## config.mk

```make
export PLATFORM = sky130hd
export DESIGN_NAME = nand_bus_bridge
export DESIGN_NICKNAME = d
export VERILOG_FILES = /design/src/rtl/nand_bridge_pkg.sv /design/src/rtl/nbr_sync.sv /design/src/rtl/nbr_regs.sv /design/src/rtl/nbr_cycle.sv /design/src/rtl/nand_bus_bridge.sv
export SDC_FILE = /design/constraint.sdc
export NUM_CORES = 1
export LEC_CHECK = 0
export BUFFER_PORTS_ARGS = -buffer_cell sky130_fd_sc_hd__clkbuf_2
export CELL_PAD_IN_SITES_DETAIL_PLACEMENT = 1
export CELL_PAD_IN_SITES_GLOBAL_PLACEMENT = 2
export CORE_AREA = 2 2 96 98
export CTS_CLUSTER_SIZE = 8
export DETAILED_ROUTE_END_ITERATION = 10
export DIE_AREA = 0 0 98 100
export GPL_TIMING_DRIVEN = 0
export PLACE_DENSITY = 0.75
export SLEW_MARGIN = 0
export SYNTH_ARGS = -nofsm -noshare
export SYNTH_HDL_FRONTEND = slang
export SYNTH_SLANG_ARGS = --single-unit
```

## constraint.sdc

```tcl
create_clock -name clk -period 4.25 [get_ports clk]
set_clock_uncertainty 0.15 [all_clocks]
set_input_delay 1.275 -clock clk [delete_from_list [all_inputs] [get_ports clk]]
set_output_delay 1.275 -clock clk [all_outputs]
set_load 0.1 [all_outputs]
```

## src/rtl/nand_bridge_pkg.sv

```systemverilog
package nand_bridge_pkg;

   typedef enum logic [2:0] {
      PH_IDLE,
      PH_STROBE,
      PH_HOLD,
      PH_RECOV,
      PH_DONE
   } nb_phase_e;

   typedef struct packed {
      logic cs;
      logic cle;
      logic ale;
   } nb_latch_t;

   // control word bit positions
   localparam int unsigned CB_MODE = 0;
   localparam int unsigned CB_MUX  = 1;
   localparam int unsigned CB_IN1  = 8;
   localparam int unsigned CB_OUT1 = 10;
   localparam int unsigned CB_CE   = 20;

   // status word bit positions
   localparam int unsigned SB_RB = 0;
   localparam int unsigned SB_WC = 3;

   // window register mask field position
   localparam int unsigned WB_MASK_LSB = 4;

   // address bits carrying the cycle type
   localparam int unsigned AB_ALE = 2;
   localparam int unsigned AB_CLE = 3;
   localparam int unsigned AB_CS  = 4;

endpackage

```

## src/rtl/nbr_sync.sv

```systemverilog
module nbr_sync #(
   parameter int unsigned STAGES = 2
) (
   input  logic clk,
   input  logic rst_n,
   input  logic d_async,
   output logic q_sync
);

   generate
      if (STAGES < 2) begin : g_bad_stages
         $error("nbr_sync: STAGES must be at least 2");
      end
   endgenerate

   logic [STAGES-1:0] chain;

   generate
      for (genvar s = 0; s < STAGES; s++) begin : g_stage
         if (s == 0) begin : g_first
            always_ff @(posedge clk or negedge rst_n) begin
               if (!rst_n) chain[0] <= 1'b0;
               else        chain[0] <= d_async;
            end
         end else begin : g_next
            always_ff @(posedge clk or negedge rst_n) begin
               if (!rst_n) chain[s] <= 1'b0;
               else        chain[s] <= chain[s-1];
            end
         end
      end
   endgenerate

   assign q_sync = chain[STAGES-1];

endmodule

```

## src/rtl/nbr_regs.sv

```systemverilog
module nbr_regs
   import nand_bridge_pkg::*;
#(
   parameter int unsigned AW      = 16,
   parameter int unsigned DW      = 32,
   parameter int unsigned WIN_LSB = 8,
   parameter int unsigned MASK_W  = 4,
   parameter logic [7:0]  OFS_WIN  = 8'h24,
   parameter logic [7:0]  OFS_CTRL = 8'hB0,
   parameter logic [7:0]  OFS_STAT = 8'hB4
) (
   input  logic          clk,
   input  logic          rst_n,
   input  logic          reg_sel,
   input  logic          reg_wr,
   input  logic [7:0]    reg_ofs,
   input  logic [DW-1:0] reg_wdata,
   output logic [DW-1:0] reg_rdata,
   input  logic [AW-1:0] mem_addr,
   input  logic          stat_wc,
   input  logic          stat_rb,
   output logic          win_hit,
   output logic          ctrl_mode,
   output logic          ctrl_ce,
   output logic          ctrl_in1,
   output logic          ctrl_out1
);

   localparam int unsigned BASE_W = AW - WIN_LSB;

   generate
      if (DW < CB_CE + 1) begin : g_bad_dw
         $error("nbr_regs: DW too narrow for the control word");
      end
      if (WIN_LSB < WB_MASK_LSB + MASK_W) begin : g_bad_lsb
         $error("nbr_regs: WIN_LSB overlaps the mask field");
      end
      if (BASE_W < MASK_W) begin : g_bad_aw
         $error("nbr_regs: AW leaves too few base bits for the mask");
      end
      if (DW < AW) begin : g_bad_width
         $error("nbr_regs: DW must cover AW");
      end
   endgenerate

   logic [BASE_W-1:0] win_base;
   logic [MASK_W-1:0] win_mask;
   logic              win_en;
   logic              ctrl_mux;

   logic wr_win, wr_ctrl;
   assign wr_win  = reg_sel && reg_wr && (reg_ofs == OFS_WIN);
   assign wr_ctrl = reg_sel && reg_wr && (reg_ofs == OFS_CTRL);

   always_ff @(posedge clk or negedge rst_n) begin
      if (!rst_n) begin
         win_base  <= '0;
         win_mask  <= '0;
         win_en    <= 1'b0;
         ctrl_mode <= 1'b0;
         ctrl_mux  <= 1'b0;
         ctrl_in1  <= 1'b0;
         ctrl_out1 <= 1'b0;
         ctrl_ce   <= 1'b0;
      end else begin
         if (wr_win) begin
            win_base <= reg_wdata[AW-1:WIN_LSB];
            win_mask <= reg_wdata[WB_MASK_LSB +: MASK_W];
            win_en   <= reg_wdata[0];
         end
         if (wr_ctrl) begin
            ctrl_mode <= reg_wdata[CB_MODE];
            ctrl_mux  <= reg_wdata[CB_MUX];
            ctrl_in1  <= reg_wdata[CB_IN1];
            ctrl_out1 <= reg_wdata[CB_OUT1];
            ctrl_ce   <= reg_wdata[CB_CE];
         end
      end
   end

   // window compare with don't-care bits
   logic [BASE_W-1:0] ignore_bits;
   logic [BASE_W-1:0] diff_bits;
   assign ignore_bits = {{(BASE_W-MASK_W){1'b0}}, win_mask};
   assign diff_bits   = (mem_addr[AW-1:WIN_LSB] ^ win_base) & ~ignore_bits;
   assign win_hit     = win_en && (diff_bits == '0);

   always_comb begin
      reg_rdata = '0;
      case (reg_ofs)
         OFS_WIN: begin
            reg_rdata[AW-1:WIN_LSB]          = win_base;
            reg_rdata[WB_MASK_LSB +: MASK_W] = win_mask;
            reg_rdata[0]                     = win_en;
         end
         OFS_CTRL: begin
            reg_rdata[CB_MODE] = ctrl_mode;
            reg_rdata[CB_MUX]  = ctrl_mux;
            reg_rdata[CB_IN1]  = ctrl_in1;
            reg_rdata[CB_OUT1] = ctrl_out1;
            reg_rdata[CB_CE]   = ctrl_ce;
         end
         OFS_STAT: begin
            reg_rdata[SB_RB] = stat_rb;
            reg_rdata[SB_WC] = stat_wc;
         end
         default: reg_rdata = '0;
      endcase
   end

   // a control write is reflected on the next cycle
   p_ctrl_write_r10: assert property (@(posedge clk) disable iff (!rst_n)
      wr_ctrl |=> (ctrl_mode == $past(reg_wdata[CB_MODE])) && (ctrl_ce == $past(reg_wdata[CB_CE])));

endmodule

```

## src/rtl/nbr_cycle.sv

```systemverilog
module nbr_cycle
   import nand_bridge_pkg::*;
#(
   parameter int unsigned NW      = 8,
   parameter int unsigned MULT    = 4,
   parameter int unsigned WR_WAIT = 2,
   parameter int unsigned RD_WAIT = 2,
   parameter int unsigned HOLD    = 1,
   parameter int unsigned RECOV   = 1
) (
   input  logic          clk,
   input  logic          rst_n,
   input  logic          start,
   input  logic          start_wr,
   input  nb_latch_t     start_lat,
   input  logic [NW-1:0] start_byte,
   input  logic [NW-1:0] dq_i,
   output nb_phase_e     phase,
   output logic          cyc_wr,
   output logic          lat_cs,
   output logic          lat_cle,
   output logic          lat_ale,
   output logic          we_n,
   output logic          re_n,
   output logic [NW-1:0] dq_o,
   output logic          dq_oe,
   output logic [NW-1:0] rd_byte,
   output logic          wc_flag,
   output logic          done
);

   generate
      if (MULT < 1 || WR_WAIT < 1 || RD_WAIT < 1 || HOLD < 1 || RECOV < 1) begin : g_bad_timing
         $error("nbr_cycle: every timing parameter must be at least 1");
      end
   endgenerate

   localparam int unsigned L_WR  = WR_WAIT * MULT;
   localparam int unsigned L_RD  = RD_WAIT * MULT;
   localparam int unsigned L_HLD = HOLD * MULT;
   localparam int unsigned L_REC = RECOV * MULT;
   localparam int unsigned L_M1  = (L_WR > L_RD) ? L_WR : L_RD;
   localparam int unsigned L_M2  = (L_HLD > L_REC) ? L_HLD : L_REC;
   localparam int unsigned L_MAX = (L_M1 > L_M2) ? L_M1 : L_M2;
   localparam int unsigned CW    = $clog2(L_MAX + 1);

   logic [CW-1:0] cnt;
   nb_latch_t     cyc_lat;
   logic          cnt_zero;
   logic          active;

   assign cnt_zero = (cnt == '0);

   always_ff @(posedge clk or negedge rst_n) begin
      if (!rst_n) begin
         phase   <= PH_IDLE;
         cnt     <= '0;
         cyc_wr  <= 1'b0;
         cyc_lat <= '0;
         dq_o    <= '0;
         rd_byte <= '0;
         wc_flag <= 1'b0;
      end else begin
         case (phase)
            PH_IDLE: begin
               if (start) begin
                  phase   <= PH_STROBE;
                  cyc_wr  <= start_wr;
                  cyc_lat <= start_lat;
                  if (start_wr) begin
                     dq_o    <= start_byte;
                     wc_flag <= 1'b0;
                     cnt     <= CW'(L_WR - 1);
                  end else begin
                     cnt     <= CW'(L_RD - 1);
                  end
               end
            end
            PH_STROBE: begin
               if (cnt_zero) begin
                  if (!cyc_wr) rd_byte <= dq_i;
                  phase <= PH_HOLD;
                  cnt   <= CW'(L_HLD - 1);
               end else begin
                  cnt <= cnt - 1'b1;
               end
            end
            PH_HOLD: begin
               if (cnt_zero) begin
                  phase <= PH_RECOV;
                  cnt   <= CW'(L_REC - 1);
               end else begin
                  cnt <= cnt - 1'b1;
               end
            end
            PH_RECOV: begin
               if (cnt_zero) begin
                  phase <= PH_DONE;
                  if (cyc_wr) wc_flag <= 1'b1;
               end else begin
                  cnt <= cnt - 1'b1;
               end
            end
            PH_DONE: phase <= PH_IDLE;
            default: phase <= PH_IDLE;
         endcase
      end
   end

   assign active  = (phase == PH_STROBE) || (phase == PH_HOLD);
   assign lat_cs  = active && cyc_lat.cs;
   assign lat_cle = active && cyc_lat.cle;
   assign lat_ale = active && cyc_lat.ale;
   assign we_n    = !((phase == PH_STROBE) && cyc_wr);
   assign re_n    = !((phase == PH_STROBE) && !cyc_wr);
   assign dq_oe   = active && cyc_wr;
   assign done    = (phase == PH_DONE);

   // driven write data never changes while it is on the bus
   p_dq_stable_r3: assert property (@(posedge clk) disable iff (!rst_n)
      (dq_oe && $past(dq_oe)) |-> $stable(dq_o));

   // the two strobes are never low together
   p_strobe_excl_r4: assert property (@(posedge clk) disable iff (!rst_n)
      we_n || re_n);

   // starting a write clears the completion flag
   p_wc_clear_r6: assert property (@(posedge clk) disable iff (!rst_n)
      ((phase == PH_IDLE) && start && start_wr) |=> !wc_flag);

   // the flag moves only at a write start or at the end of recovery
   p_wc_keep_r6: assert property (@(posedge clk) disable iff (!rst_n)
      (!((phase == PH_IDLE) && start && start_wr) && (phase != PH_RECOV)) |=> $stable(wc_flag));

endmodule

```

## src/rtl/nand_bus_bridge.sv

```systemverilog
module nand_bus_bridge
   import nand_bridge_pkg::*;
#(
   parameter int unsigned AW          = 16,
   parameter int unsigned DW          = 32,
   parameter int unsigned NW          = 8,
   parameter int unsigned WIN_LSB     = 8,
   parameter int unsigned MASK_W      = 4,
   parameter int unsigned MULT        = 4,
   parameter int unsigned WR_WAIT     = 2,
   parameter int unsigned RD_WAIT     = 2,
   parameter int unsigned HOLD        = 1,
   parameter int unsigned RECOV       = 1,
   parameter int unsigned SYNC_STAGES = 2
) (
   input  logic          clk,
   input  logic          rst_n,
   input  logic          bus_reg_sel,
   input  logic          bus_mem_sel,
   input  logic          bus_wr,
   input  logic [AW-1:0] bus_addr,
   input  logic [DW-1:0] bus_wdata,
   output logic [DW-1:0] bus_rdata,
   output logic          bus_ready,
   output logic [1:0]    nand_ce_n,
   output logic          nand_cle,
   output logic          nand_ale,
   output logic          nand_we_n,
   output logic          nand_re_n,
   output logic [NW-1:0] nand_dq_o,
   output logic          nand_dq_oe,
   input  logic [NW-1:0] nand_dq_i,
   input  logic          nand_rb_n
);

   localparam int unsigned NUM_CE = 2;

   generate
      if (AW <= AB_CS) begin : g_bad_aw
         $error("nand_bus_bridge: AW must include the cycle-type bits");
      end
      if (DW < NW) begin : g_bad_dw
         $error("nand_bus_bridge: DW narrower than the NAND bus");
      end
   endgenerate

   logic      win_hit, ctrl_mode, ctrl_ce, ctrl_in1, ctrl_out1;
   logic      rb_sync;
   logic      wc_flag, done, cyc_wr, lat_cs;
   logic      start;
   nb_phase_e phase;
   nb_latch_t start_lat;
   logic [DW-1:0] reg_rdata;
   logic [NW-1:0] rd_byte;

   nbr_regs #(
      .AW(AW), .DW(DW), .WIN_LSB(WIN_LSB), .MASK_W(MASK_W)
   ) u_regs (
      .clk       (clk),
      .rst_n     (rst_n),
      .reg_sel   (bus_reg_sel),
      .reg_wr    (bus_wr),
      .reg_ofs   (bus_addr[7:0]),
      .reg_wdata (bus_wdata),
      .reg_rdata (reg_rdata),
      .mem_addr  (bus_addr),
      .stat_wc   (wc_flag),
      .stat_rb   (rb_sync),
      .win_hit   (win_hit),
      .ctrl_mode (ctrl_mode),
      .ctrl_ce   (ctrl_ce),
      .ctrl_in1  (ctrl_in1),
      .ctrl_out1 (ctrl_out1)
   );

   nbr_sync #(.STAGES(SYNC_STAGES)) u_rb_sync (
      .clk     (clk),
      .rst_n   (rst_n),
      .d_async (nand_rb_n),
      .q_sync  (rb_sync)
   );

   assign start_lat.cs  = bus_addr[AB_CS];
   assign start_lat.cle = bus_addr[AB_CLE];
   assign start_lat.ale = bus_addr[AB_ALE];
   assign start = bus_mem_sel && win_hit && ctrl_mode && (phase == PH_IDLE);

   nbr_cycle #(
      .NW(NW), .MULT(MULT), .WR_WAIT(WR_WAIT), .RD_WAIT(RD_WAIT),
      .HOLD(HOLD), .RECOV(RECOV)
   ) u_cycle (
      .clk        (clk),
      .rst_n      (rst_n),
      .start      (start),
      .start_wr   (bus_wr),
      .start_lat  (start_lat),
      .start_byte (bus_wdata[NW-1:0]),
      .dq_i       (nand_dq_i),
      .phase      (phase),
      .cyc_wr     (cyc_wr),
      .lat_cs     (lat_cs),
      .lat_cle    (nand_cle),
      .lat_ale    (nand_ale),
      .we_n       (nand_we_n),
      .re_n       (nand_re_n),
      .dq_o       (nand_dq_o),
      .dq_oe      (nand_dq_oe),
      .rd_byte    (rd_byte),
      .wc_flag    (wc_flag),
      .done       (done)
   );

   // chip-select routing: writes and reads each pick their own pin
   logic ce_route;
   logic ce_gate;
   assign ce_route = cyc_wr ? ctrl_out1 : ctrl_in1;
   assign ce_gate  = lat_cs && ctrl_mode && ctrl_ce;

   generate
      for (genvar c = 0; c < NUM_CE; c++) begin : g_ce
         assign nand_ce_n[c] = !(ce_gate && (ce_route == c[0]));
      end
   endgenerate

   logic ignored;
   assign ignored   = bus_mem_sel && (phase == PH_IDLE) && !(win_hit && ctrl_mode);
   assign bus_ready = bus_reg_sel || ignored || done;

   always_comb begin
      bus_rdata = '0;
      if (bus_reg_sel)
         bus_rdata = reg_rdata;
      else if (done && !cyc_wr)
         bus_rdata[NW-1:0] = rd_byte;
   end

   // a chip-select pin is active only with mode and gate both on
   p_ce_gated_r8: assert property (@(posedge clk) disable iff (!rst_n)
      (nand_ce_n != 2'b11) |-> (ctrl_mode && ctrl_ce));

   // never both chip-select pins at once
   p_one_ce_r9: assert property (@(posedge clk) disable iff (!rst_n)
      $onehot0(~nand_ce_n));

   // an access outside the window starts no NAND cycle
   p_ignored_r1: assert property (@(posedge clk) disable iff (!rst_n)
      ((phase == PH_IDLE) && bus_mem_sel && !win_hit) |=> (phase == PH_IDLE));

   // a finished cycle returns to idle straight away
   p_done_once_r5: assert property (@(posedge clk) disable iff (!rst_n)
      done |=> (phase == PH_IDLE));

endmodule

```

After elaboration in Yosys (flattened, before gate mapping)
Cells that the tools add are included.

word-level totals
  input port bits = 62
  bits in registers = 48

operators by class
  bitwise gates (word level) = 5
  equal/unequal tests = 14
  muxes and demuxes = 27
  reductions and logical operators = 42
  add/subtract/negate cells = 1

operators with widths
  kind                                           count
  logical AND 1 bit                              21
  == test 8 bit, second input constant           2
  two-way mux 4 bit                              4
  two-way mux 8 bit                              2
  two-way mux 13 bit                             1
  two-way mux 3 bit                              4
  case mux 3 bit (4 select lines)                1
  case mux 4 bit (3 select lines)                1
  two-way mux 1 bit                              9
  AND reduction 3 bit                            3
  bitwise AND 8 bit                              1
  == test 8 x 6 -> 1 bit, second input constant  1
  logical NOT 8 bit                              1
  != test 2 x 1 -> 1 bit, second input constant  4
  NOT 4 -> 8 bit                                 1
  XOR 8 bit                                      1
  == test 3 x 2 -> 1 bit, second input constant  2
  logical NOT 1 bit                              6
  != test 2 bit, second input constant           3
  case mux 1 bit (2 select lines)                3
  two-way mux 5 bit                              1
  AND reduction 5 bit                            1
  logical NOT 4 bit                              1
  AND reduction 4 bit                            1
  11 further kinds                               14

Longest topological paths before layout
  depth after elaboration = 9
  depth in mapped cells = 7
  mapped depth without buffers = 7

Modules after synthesis
From an unflattened synthesis, not the netlist that was laid out.

second synthesis, totals
  cell total of the unflattened synthesis = 258
  area, all modules = 2839.0 µm²

modules (own cells, without submodules)
  module           seq. area each (µm²)  times used  cells an instance  area each (µm²)
  nbr_cycle        700.7                 1           98                 1278.7
  nbr_regs         450.4                 1           97                 1141.1
  nand_bus_bridge  0.0                   1           61                 369.1
  nbr_sync         50.0                  1           2                  50.0

Least setup slack after synthesis
OpenSTA, ideal clock, no wires.

  kind = input to output
  start = input port bus_addr[1]
  end = output port bus_rdata[3]
  stages = 3
  data arrival time = 3939 ps
  path slack = -1114 ps
  path through = nor4b_1 -> nand4_1 -> o21ai_0

between the ends
  cells in the longest elaborated chain, start to end = 3

RTL lines
  element            RTL line                text
  from (decl)        nand_bus_bridge.sv:21   input logic [AW-1:0] bus_addr,
  == test 8 bit      nbr_regs.sv:90          case (reg_ofs)
  two-way mux 1 bit  nbr_regs.sv:90
  two-way mux 8 bit  nand_bus_bridge.sv:131  if (bus_reg_sel)
  to (decl)          nand_bus_bridge.sv:23   output logic [DW-1:0] bus_rdata,

Every way passes these cells.

Worst setup path after layout
  start = input port bus_addr[3]
  end = output port bus_rdata[13]

between the ends
  cells in the longest elaborated chain, start to end = 3

RTL lines
  element                 RTL line
  == test 8 x 6 -> 1 bit  nbr_regs.sv:90
  two-way mux 5 bit       nbr_regs.sv:90
  two-way mux 13 bit      nand_bus_bridge.sv:131

Every way passes these cells.

==> impl_results.md <==
* Worst Hold Class: reg2reg
* Pwr Density at ~370 nW/um^2
* # hold bufs at CTS at 0
* Final ANT Viol Nets at 0
* Reg-to-reg startpoint: u_cycle.phase[0]$_DFFE_PN0P_
* Critical-path top delay cell: nor4b_4
* Placed cells at just over 400
* Drt wl/cell at around 16 um
* IO Port Bufs at between 70 and 80
* Largest net degree at the start of global routing at 49
* Max stage delay on crit path at roughly 330 ps
* Bufs and invs on worst path at 4
* Drt total wl at between 6000 and 7000 um
* Pleak at around 1.8 nW
* Worst hold path cell count at 0
* Initial DRC count at 38
* Core area at between 8000 and 9000 sq um
* Metal3 WL at 352 um
* Root Buffer: clkbuf_8
* Top Metal Used: met4
* Ys async rst share at 1.00
* Final setup violating endpoints at 0
* Via/cell ratio at 4.63
* Reg2reg setup slack at ~2000 ps
* Design Area, Final at approximately 3600 sq um
* GR Util All Layers at 0.138
* CTS max path bufs at 2
* Final nets at approximately 380
* Critical path cell sequence: clkbuf_2 -> nor4b_4 -> nand2_2 -> nor4b_4 -> buf_4 -> buf_12 -> and2_4 -> clkbuf_16
* Slew HR at 0.601
* Cell variety after synth at 45
* Cts bufs inserted at 5
* DRT Pass-1 Iters at 4
* Startpoint Class: input port
* Final Hold Viols at 0
* Achievable Freq at ~0.24 GHz
* Fin crit period at around 4200 ps
* Clock sinks at 48
* Crit path max-delay family: simple AND/OR/NAND/NOR gates
* GRT overflow at 0
* Synthesized netlist cell count at approximately 210
* # rows at 35
* Die area at ~10000 sq um
* RR Endpoint: u_cycle.dq_o[1]$_DFFE_PN0P_
* Post-Layout Cell Count at about 430
* WP depth at 8
* Die Y-Extent at ~100 um
* Ys flop type: dfrtp_1
* CTS tree: yes
* Dpl hpwl at approximately 5000 um
* Worst Setup End Kind: output port
* Die width at slightly below 100 um
* Initial core utilization at 0.281
* Global-route wire length before repair at between 10000 and 15000 um
* #FFs+latches synth at 48
* Routed wl met2 at 3530 um
* DP Area at about 3200 sq um
* Later-pin clock latency in the skew report at between 300 and 400 ps
* Vias after detailed routing at slightly below 2000
* Final RePlAce weighted congestion at between 0.8 and 0.9
* Vias in the first global route at roughly 2100
* RSZ-0062 raised after global routing: no
* Yosys warning count at 0
* Clock transition at path regs at approximately 100 ps
* Antenna violations before repair at 0
* Number of synthesized flops with an enable pin at 0
* Critical Path Start: bus_addr[3]
* Max Slew Vio Count at 0
* H-Tree Level Count at 2
* Worst Reg-to-Reg Cells at 6
* Worst-path maximum fanout at 10
* Synthesized area at roughly 2500 sq um
* Synth Area per Inst at between 10 and 15 sq um
* DRC viols at 0
* Tightest Pin Transition at roughly 600 ps
* Metal-1 WL at between 2000 and 3000 um
* Layout Area Growth over Synthesis at 42.3%
* Max Cap Viol at 0
* Tcrit/Tclk final at 0.981
* Sequential-to-total area share from yosys stat at 0.480
* # diodes at 0
* CP Data Required Time at 2820 ps
* Critical path class: in2out
* Setup crit end: bus_rdata[13]
* CP most frequent cell: nor4b_4
* Arrival time at the worst endpoint at 2740 ps
* Io pins at 110
* Status: complete, no violations
* Worst VDD drop at between 300 and 400 uV
* Layout cells sized above 1 at 0.556
==> stage by stage <==
| stage | hold WS, ps | setup slack [ps] | total power [mW] | TNS (ps) | utilization |
|---|---|---|---|---|---|
| final | 209 | 82.1 | 1.32 | 0 | 0.400 |
| after global routing | 214 | 8.78 | 1.40 | 0 | 0.400 |
| after CTS | 210 | 0.171 | 1.33 | 0 | 0.393 |
| after detailed placement | 186 | -691 | 1.02 | -9350 | 0.355 |
| after global placement | 185 | -704 | 1.01 | -9350 | 0.355 |
| after floorplan | 181 | -88.0 | 0.917 | -162 | - |
==> flip-flops by register name, indices dropped and copies added (netlist names), 3 cells and up <==
signal	cells
u_cycle.cyc_lat	3
u_regs.win_mask	4
u_cycle.phase	3
u_regs.win_base	8
u_cycle.dq_o	8
u_cycle.rd_byte	8
u_cycle.cnt	4
==> cell usage after synthesis, types with 2 or more instances <==
cell | n | area share
a21oi_1 | 5 | 0.010
a22o_1 | 7 | 0.025
and2_1 | 10 | 0.025
buf_4 | 17 | 0.051
clkbuf_1 | 2 | 0.0030
dfrtp_1 | 48 | 0.48
ha_1 | 2 | 0.010
inv_1 | 5 | 0.0075
mux2_2 | 37 | 0.17
mux2i_1 | 2 | 0.0080
nand2_1 | 10 | 0.015
nand2b_1 | 4 | 0.010
nand3_1 | 3 | 0.0060
nand3b_1 | 2 | 0.0060
nand4_1 | 2 | 0.0050
nor2_1 | 8 | 0.012
nor3_1 | 2 | 0.0040
nor4b_1 | 3 | 0.011
o21ai_0 | 3 | 0.0060
o21bai_1 | 2 | 0.0060
o22ai_1 | 2 | 0.0050
or2_2 | 3 | 0.0075
or3_1 | 2 | 0.0050
xnor2_1 | 9 | 0.032
==> worst min-delay path by stage <==
stage	startpoint	end	slack (ps)
floorplan	u_rb_sync.chain[0]$_DFF_PN0_	u_rb_sync.q_sync$_DFF_PN0_	180
global placement	u_rb_sync.chain[0]$_DFF_PN0_	u_rb_sync.q_sync$_DFF_PN0_	190
detailed placement	u_rb_sync.chain[0]$_DFF_PN0_	u_rb_sync.q_sync$_DFF_PN0_	190
CTS	u_rb_sync.chain[0]$_DFF_PN0_	u_rb_sync.q_sync$_DFF_PN0_	210
global route	u_rb_sync.chain[0]$_DFF_PN0_	u_rb_sync.q_sync$_DFF_PN0_	210
finish	u_rb_sync.chain[0]$_DFF_PN0_	u_rb_sync.q_sync$_DFF_PN0_	210
==> cells by family after synthesis <==
| kind of cell | share of synthesized area |
|---|---|
| AOI/OAI and AO/OA | 0.0795 |
| xor gates and xnor gates | 0.0350 |
| adders and majority gates | 0.0100 |
| buffers and inverters | 0.0680 |
| DFF | 0.480 |
| muxes | 0.175 |
| other | 0.00150 |
| and+or+nand+nor | 0.151 |
==> cells in the final DEF, fill, tap and decap left out, drive strengths merged, types with 2 or more instances in the layout <==
cell,count
a21oi,5
a22o,7
and2,10
buf,26
clkbuf,83
conb,15
dfrtp,48
ha,2
inv,6
mux2,37
mux2i,2
nand2,11
nand2b,4
nand3,3
nand3b,2
nand4,2
nor2,8
nor3,2
nor3b,2
nor4,2
nor4b,5
o21ai,3
o21bai,2
o22ai,2
or2,3
or3,2
xnor2,9
==> worst reg2reg max path, cell delays in order, from the launching register on <==
cell and delay, ps:
dfrtp_1 380, buf_4 180, nor4b_4 290, nand4_1 170
nor4_4 400, nand2_4 220, mux2_2 320
==> where the power goes <==
part           internal [mW]  switching, mW
logic                  0.159          0.342
registers              0.493         0.0289
clock network          0.133          0.165
==> routing by layer <==
metal,global-route usage,up-vias
met5,0,-
met1,0.162,997
li1,-,921
met2,0.254,49
met3,0.0355,6
met4,0.0310,0
==> repair_timing <==
action	4_1_cts	5_1_grt
setup endpoints to repair	18	14
hold endpoints to repair	0	0
resized for setup	42	10
setup buffers	1	1
pin swaps	1	4
==> area by class of cell <==
cell class	instances	area (sq um)
flip-flops and latches	48	1200
fillers	985	5330
clock buffers	6	82.6
clock inverters	2	13.8
well taps	111	139
inverters	5	18.8
plain buffers	21	166
repair buffers	82	621
multi-input cells	151	1320
No activity file was read; power rests on OpenSTA's default activity.
